**src/rtl/hzd_pkg.sv**
```systemverilog
package hzd_pkg;
  parameter int unsigned NUM_REGS_DEF = 16;
  parameter int unsigned NUM_ENT_DEF  = 4;
endpackage

```
**src/rtl/hzd_mask_enc.sv**
```systemverilog
// Builds read set (domain) and write set (range); top bit is condition flags.
module hzd_mask_enc #(
  parameter int unsigned NUM_REGS = 16,
  localparam int unsigned REG_W  = $clog2(NUM_REGS),
  localparam int unsigned MASK_W = NUM_REGS + 1
) (
  input  logic [REG_W-1:0]  src_a_i,
  input  logic              src_a_en_i,
  input  logic [REG_W-1:0]  src_b_i,
  input  logic              src_b_en_i,
  input  logic [REG_W-1:0]  dst_i,
  input  logic              dst_en_i,
  input  logic              rd_flg_i,
  input  logic              wr_flg_i,
  output logic [MASK_W-1:0] dom_o,
  output logic [MASK_W-1:0] rng_o
);
  always_comb begin
    for (int i = 0; i < NUM_REGS; i++) begin
      dom_o[i] = (src_a_en_i && src_a_i == REG_W'(i)) ||
                 (src_b_en_i && src_b_i == REG_W'(i));
      rng_o[i] = dst_en_i && dst_i == REG_W'(i);
    end
    dom_o[NUM_REGS] = rd_flg_i;
    rng_o[NUM_REGS] = wr_flg_i;
  end
endmodule

```
**src/rtl/hzd_entry_cmp.sv**
```systemverilog
// Intersects the incoming sets with one in-flight entry's sets.
module hzd_entry_cmp #(
  parameter int unsigned MASK_W = 17
) (
  input  logic              new_vld_i,
  input  logic [MASK_W-1:0] new_dom_i,
  input  logic [MASK_W-1:0] new_rng_i,
  input  logic              ent_vld_i,
  input  logic [MASK_W-1:0] ent_dom_i,
  input  logic [MASK_W-1:0] ent_rng_i,
  output logic              raw_o,
  output logic              waw_o,
  output logic              war_o
);
  logic act;
  assign act   = new_vld_i & ent_vld_i;
  assign raw_o = act & (|(new_dom_i & ent_rng_i));
  assign waw_o = act & (|(new_rng_i & ent_rng_i));
  assign war_o = act & (|(new_rng_i & ent_dom_i));
endmodule

```
**src/rtl/hzd_top.sv**
```systemverilog
module hzd_top #(
  parameter int unsigned NUM_REGS = hzd_pkg::NUM_REGS_DEF,
  parameter int unsigned NUM_ENT  = hzd_pkg::NUM_ENT_DEF,
  localparam int unsigned REG_W   = $clog2(NUM_REGS),
  localparam int unsigned MASK_W  = NUM_REGS + 1
) (
  input  logic                            new_vld_i,
  input  logic [REG_W-1:0]                new_src_a_i,
  input  logic                            new_src_a_en_i,
  input  logic [REG_W-1:0]                new_src_b_i,
  input  logic                            new_src_b_en_i,
  input  logic [REG_W-1:0]                new_dst_i,
  input  logic                            new_dst_en_i,
  input  logic                            new_rd_flg_i,
  input  logic                            new_wr_flg_i,
  input  logic [NUM_ENT-1:0]              ent_vld_i,
  input  logic [NUM_ENT-1:0][REG_W-1:0]   ent_src_a_i,
  input  logic [NUM_ENT-1:0]              ent_src_a_en_i,
  input  logic [NUM_ENT-1:0][REG_W-1:0]   ent_src_b_i,
  input  logic [NUM_ENT-1:0]              ent_src_b_en_i,
  input  logic [NUM_ENT-1:0][REG_W-1:0]   ent_dst_i,
  input  logic [NUM_ENT-1:0]              ent_dst_en_i,
  input  logic [NUM_ENT-1:0]              ent_rd_flg_i,
  input  logic [NUM_ENT-1:0]              ent_wr_flg_i,
  output logic                            raw_o,
  output logic                            waw_o,
  output logic                            war_o,
  output logic                            stall_o
);
  logic [MASK_W-1:0] new_dom, new_rng;
  logic [NUM_ENT-1:0] raw_hit, waw_hit, war_hit;

  hzd_mask_enc #(.NUM_REGS(NUM_REGS)) u_new_enc (
    .src_a_i   (new_src_a_i),
    .src_a_en_i(new_src_a_en_i),
    .src_b_i   (new_src_b_i),
    .src_b_en_i(new_src_b_en_i),
    .dst_i     (new_dst_i),
    .dst_en_i  (new_dst_en_i),
    .rd_flg_i  (new_rd_flg_i),
    .wr_flg_i  (new_wr_flg_i),
    .dom_o     (new_dom),
    .rng_o     (new_rng)
  );

  for (genvar e = 0; e < NUM_ENT; e++) begin : g_ent
    logic [MASK_W-1:0] ent_dom, ent_rng;

    hzd_mask_enc #(.NUM_REGS(NUM_REGS)) u_enc (
      .src_a_i   (ent_src_a_i[e]),
      .src_a_en_i(ent_src_a_en_i[e]),
      .src_b_i   (ent_src_b_i[e]),
      .src_b_en_i(ent_src_b_en_i[e]),
      .dst_i     (ent_dst_i[e]),
      .dst_en_i  (ent_dst_en_i[e]),
      .rd_flg_i  (ent_rd_flg_i[e]),
      .wr_flg_i  (ent_wr_flg_i[e]),
      .dom_o     (ent_dom),
      .rng_o     (ent_rng)
    );

    hzd_entry_cmp #(.MASK_W(MASK_W)) u_cmp (
      .new_vld_i(new_vld_i),
      .new_dom_i(new_dom),
      .new_rng_i(new_rng),
      .ent_vld_i(ent_vld_i[e]),
      .ent_dom_i(ent_dom),
      .ent_rng_i(ent_rng),
      .raw_o    (raw_hit[e]),
      .waw_o    (waw_hit[e]),
      .war_o    (war_hit[e])
    );
  end

  assign raw_o   = |raw_hit;
  assign waw_o   = |waw_hit;
  assign war_o   = |war_hit;
  assign stall_o = raw_o | waw_o | war_o;
endmodule

```
**config.mk**
```make
export PLATFORM = sky130hd
export DESIGN_NAME = hzd_top
export DESIGN_NICKNAME = d
export VERILOG_FILES = /design/src/rtl/hzd_pkg.sv /design/src/rtl/hzd_mask_enc.sv /design/src/rtl/hzd_entry_cmp.sv /design/src/rtl/hzd_top.sv
export SDC_FILE = /design/constraint.sdc
export NUM_CORES = 1
export LEC_CHECK = 0
export BUFFER_PORTS_ARGS = -buffer_cell sky130_fd_sc_hd__clkbuf_2
export CAP_MARGIN = 20
export CORE_AREA = 2 2 78 95
export DETAILED_ROUTE_END_ITERATION = 10
export DIE_AREA = 0 0 80 97
export MAX_ROUTING_LAYER = met4
export PLACE_DENSITY_LB_ADDON = 0.25
export SYNTH_ARGS = -nofsm -noshare
export SYNTH_HDL_FRONTEND = slang
export SYNTH_SLANG_ARGS = --single-unit
```
**constraint.sdc**
```tcl
create_clock -name vclk -period 3.17
set_input_delay 0.4755 -clock vclk [all_inputs]
set_output_delay 0.4755 -clock vclk [all_outputs]
set_load 0.02 [all_outputs]
```
Word level (Yosys, flattened, before mapping) --
Cells that the tools add are included.
Storage, ports and cells: output and inout bits 4, input port bits 90, word-level logic and storage cells 605, register bits after elaboration 0
Operators by class: bitwise gates (word level) 30, reduce and logical (&&, ||, !) cells 350, equal/unequal tests 225
Operator list (count):
- 4-bit == test, second input constant | 120
- 4-bit by 3-bit == test with 1-bit output, second input constant | 60
- 1-bit logical AND | 240
- 17-bit bitwise AND | 12
- 17-bit OR reduction | 12
- 4-bit by 2-bit == test with 1-bit output, second input constant | 30
- 1-bit logical OR | 80
- 4-bit by 1-bit == test with 1-bit output, second input constant | 15
- 4-bit zero test | 15
- 1-bit bitwise AND | 16
- 4-bit OR reduction | 3
- 1-bit OR | 2

Longest topological paths before layout --
depth after elaboration 9, gate-level depth with buffers 10, gate-level depth less buffers 8

By module --
From an unflattened synthesis, not the netlist that was laid out.
Second synthesis, totals: cell total of the unflattened synthesis 425, area total of the unflattened synthesis 2756.4 sq um
By module, submodules not included:
- hzd_mask_enc | sequential area each 0.0 sq um, area an instance 327.8 sq um, instances 5, cells each 57
- hzd_entry_cmp | sequential area each 0.0 sq um, area an instance 270.3 sq um, instances 4, cells each 34
- hzd_top | sequential area each 0.0 sq um, area an instance 36.3 sq um, instances 1, cells each 4

Worst setup path after synthesis --
OpenSTA, ideal clock, no wires.
path kind input to output, start point input port ent_dst_i[8] (netlist bit), end point output port stall_o, stages 8, setup slack 0.098 ns, required time 2.694 ns, buffers on the path 1, data arrival time 2.597 ns, cells stage by stage buf_2 > and2_1 > a32oi_1 > o41ai_1 > or3_1 > o41ai_2 > a41oi_1 > or3_1
Between the ends: cells in the longest elaborated chain, start to end 8, elaborated cells between the ends (all ways) 42, classes of those cells eq/ne: 15; bitwise: 6; reduce/logical: 21
Ends and longest elaborated chain:
- from (decl) | RTL line hzd_top.sv:21 | input logic [NUM_ENT-1:0][REG_W-1:0] ent_dst_i,
- 4-bit by 1-bit == test with 1-bit output (tied with other cells) | RTL line hzd_mask_enc.sv:22 | rng_o[i] = dst_en_i && dst_i == REG_W'(i);
- 1-bit logical AND | RTL line hzd_mask_enc.sv:22
- 17-bit bitwise AND (*) | RTL line hzd_entry_cmp.sv:17 | assign raw_o = act & (|(new_dom_i & ent_rng_i));
- 17-bit OR reduction (*) | RTL line hzd_entry_cmp.sv:17
- 1-bit bitwise AND (*) | RTL line hzd_entry_cmp.sv:17
- 4-bit OR reduction (*) | RTL line hzd_top.sv:75 | assign raw_o = |raw_hit;
- named net raw_o | RTL line hzd_top.sv:25 | output logic raw_o,
- 1-bit OR (*) (2 in series) | RTL line hzd_top.sv:78 | assign stall_o = raw_o | waw_o | war_o;
- to (decl) | RTL line hzd_top.sv:28 | output logic stall_o
The timed path passes the listed nets; every way through them passes the cells marked *.

Worst setup path in the final report --
start point input port new_src_a_i[2], end point output port stall_o
Between the ends: cells in the longest elaborated chain, start to end 9, elaborated cells between the ends (all ways) 63, classes of those cells eq/ne: 15; bitwise: 10; reduce/logical: 38
Ends and longest elaborated chain:
- from (decl) | RTL line hzd_top.sv:8 | input logic [REG_W-1:0] new_src_a_i,
- 4-bit by 1-bit == test with 1-bit output (tied with other cells) | RTL line hzd_mask_enc.sv:20 | dom_o[i] = (src_a_en_i && src_a_i == REG_W'(i)) ||
- 1-bit logical AND | RTL line hzd_mask_enc.sv:20
- 1-bit logical OR | RTL line hzd_mask_enc.sv:20
- 17-bit bitwise AND | RTL line hzd_entry_cmp.sv:17
- 17-bit OR reduction | RTL line hzd_entry_cmp.sv:17
- 1-bit bitwise AND | RTL line hzd_entry_cmp.sv:17
- 4-bit OR reduction (*) | RTL line hzd_top.sv:75
- 1-bit OR (*) (2 in series) | RTL line hzd_top.sv:78
Mark *: on every way between the ends. The rest lies on a longest branch, timed or not.

==> impl_metrics.yaml <==
drt:
  drtIter0Drc: 432
  post_drt_wl_per_cell_um: 20.0
  viasPerCell: 6.96
  ant_nets: 0
  vias: 5322
  firstDrtPassIters: 6
  routed_wl_um: 15300
  drc: 0
synth:
  syn-num-nets: 620
  ys_seq_area_share_pct: 0
  postSynthCellCount: 530
  yosysWarnings: 0
  yosysMostFrequentCell: "o22ai_1"
  syn_area_per_cell_um2: 6.23
  synthTopCellsByArea: "o22ai_1 (9.7%), nand3_1 (5.3%), nand2_1 (5.2%), nor2_1 (5.2%), a22oi_1 (5.0%)"
  synth_area_um2: 3300
  synth_largest_area_cell: "o22ai_1"
  netlist_top_cells_count: "o22ai_1 (51), nand2_1 (46), nor2_1 (46)"
  synth_cell_types: 61
  synth_top_area_share_pct: 9.66
finish:
  ff_latch_area_um2: 0
  syn_to_final_growth_pct: 40.0
  seq_cells: 0
  fillerInstances: 602
  clockBufferCount: 0
  antennaDiodeCount: 0
  drive_above_1_share_pct: 33.2
  fin_nets: 770
  stdcell_area_um2: 4620
  multiInputGateArea_um2: 3330
timing:
  layout_setup_ws_ns: -0.128
  grt_setup_unrepaired: "true"
  finalCritPeriodShare_pct: 104
  worst_slew_pin_slew_ns: 0.548
  fin_setup_tns_ns: -0.210
  slew_viol_final: 0
  finalCriticalPeriod_ns: 3.30
  hold_viol_final: 0
  max_freq_mhz: 303
  slew_headroom_pct: 63.3
  final-setup-viol-count: 2
pwr:
  clkPwrFrac_pct: 0
  p_per_area_nw_per_um2: 110
  swShare_pct: 57.9
  pwr-share-comb_pct: 100.0
  power_leakage_nw: 1.74
  pwr-share-seq_pct: 0
  irDropWorstVdd_mv: 0.0609
  switching_power_w: 0.000293
  p_int_w: 0.000214
hold_path:
  hold_class: "in -> out"
  hold_path.startpoint: "new_vld_i"
  min_to: "war_o"
  whs_path_depth: 4
job:
  maxCapViolations: 0
global_route:
  grtUsageTotal_pct: 38.3
  overflow: 0
  antenna_found_initial: 0
  grt_pass1_vias: 4900
  grt_pass1_wl_um: 23700
  grt_max_degree: 18
setup_path:
  worstPathRequired_ns: 2.69
  crit_type: "in -> out"
  endpoint_kind: "output pin"
  worstPathArrival_ns: 2.82
  cp_max_fo: 4
  start_kind: "primary input"
run_status:
  violations: "setup timing"
  outcome: "complete, but fails checks"
die:
  row_count: 33
  io_pins: 94
  core_area_um2: 6770
  die-area_um2: 7760
  initial_core_util_pct: 48.8
  chipHeight_um: 97
  die_x_um: 80
clock_tree:
  hold_buffers: 0
placement:
  gp_congestion: 1.02
  dp_hpwl_um: 11800
  numPortBuffers: 94
  placed_area_um2: 4350
==> per-stage QoR <==
step	utilization [%]	cells	hold slack [ns]	power, W	setup WS [ns]
2_1_floorplan	-	530	1.12	0.000241	0.0977
3_3_place_gp	64.2	759	1.42	0.000444	-0.0872
3_5_place_dp	64.2	759	1.44	0.000452	-0.172
4_1_cts	67.5	765	1.45	0.000483	-0.0646
5_1_grt	68.3	765	1.47	0.000540	-0.160
6_report	68.3	765	1.46	0.000507	-0.128
==> critical path, stage by stage <==
cell,delay [ns]
clkbuf_2,0.13
nand3b_1,0.19
buf_6,0.15
o22ai_2,0.15
nand3_1,0.12
a21oi_1,0.07
a2111o_1,0.36
o41ai_2,0.30
buf_4,0.17
a41oi_2,0.14
or3_1,0.39
clkbuf_8,0.16
==> power by group through the flow <==
| stage | Combinational [W] | Clock, W | Sequential [W] |
|---|---|---|---|
| CTS | 0.000483 | 0 | 0 |
| floorplan | 0.000241 | 0 | 0 |
| finish | 0.000507 | 0 | 0 |
| global placement | 0.000444 | 0 | 0 |
| detailed placement | 0.000452 | 0 | 0 |
| global route | 0.000540 | 0 | 0 |
==> final cells by class <==
cell class / instances / share of cell area (%)
inverter: 12 / 0.974
multi-input combinational: 487 / 72.0
tap: 87 / 2.35
timing repair buffer: 179 / 24.7
==> cell families (layout without fill, tap and decap cells) <==
| logic type | Yosys count | in the layout | share of synthesized area (%) |
|---|---|---|---|
| compound gates | 185 | 185 | 40.5 |
| mux | 9 | 9 | 3.11 |
| buf+inv | 43 | 191 | 5.27 |
| xor+xnor | 11 | 11 | 2.92 |
| simple gates | 282 | 282 | 48.2 |
==> routing by layer <==
metal	vias to the layer above	routed length, um	part of all wire (%)	track usage, %
met5	-	0	0	-
met3	100	1290	8.4	3.54
met4	0	1150	7.5	22.0
met2	362	7110	46	62.8
li1	2442	-	-	-
met1	2418	5740	38	44.7
==> placed cells by master, fill, tap and decap left out, types with 5 or more instances in the layout <==
| master | netlist | routed |
|---|---|---|
| nand4_1 | 14 | 14 |
| nand2_1 | 46 | 44 |
| clkbuf_2 | 0 | 91 |
| buf_4 | 0 | 83 |
| nor3b_1 | 9 | 9 |
| nor3_1 | 15 | 15 |
| o21ai_0 | 15 | 14 |
| nor2b_1 | 16 | 16 |
| nor4_1 | 6 | 6 |
| or3b_2 | 7 | 7 |
| xnor2_1 | 6 | 6 |
| a22o_1 | 7 | 7 |
| mux2i_1 | 8 | 8 |
| or3_1 | 6 | 6 |
| nand3_1 | 35 | 35 |
| a32oi_1 | 6 | 6 |
| o32a_1 | 6 | 6 |
| nor2_1 | 46 | 43 |
| and3b_1 | 8 | 8 |
| o22ai_2 | 0 | 6 |
| xor2_1 | 5 | 5 |
| a21oi_1 | 18 | 18 |
| o22ai_1 | 51 | 42 |
| a21boi_0 | 5 | 5 |
| inv_1 | 12 | 12 |
| a22oi_1 | 22 | 22 |
| nand2b_1 | 22 | 18 |
| and3_1 | 7 | 7 |
| nand3b_1 | 21 | 21 |
==> how the worst max path moves through the flow <==
| stage | startpoint | to | cells after the start |
|---|---|---|---|
| floorplan | ent_dst_i[8] | stall_o | 8 |
| global placement | new_src_a_i[0] | stall_o | 10 |
| detailed placement | new_src_b_i[1] | stall_o | 11 |
| CTS | new_src_a_en_i | stall_o | 10 |
| global route | new_src_b_en_i | stall_o | 10 |
| finish | new_src_a_i[2] | stall_o | 12 |
==> repair_timing <==
item,CTS,global route
resized for setup,33,14
setup buffers,7,0
pin swaps,11,4
cloned,0,0
setup endpoints to repair,3,4
Note: power is estimated with default switching activity, not from simulation.
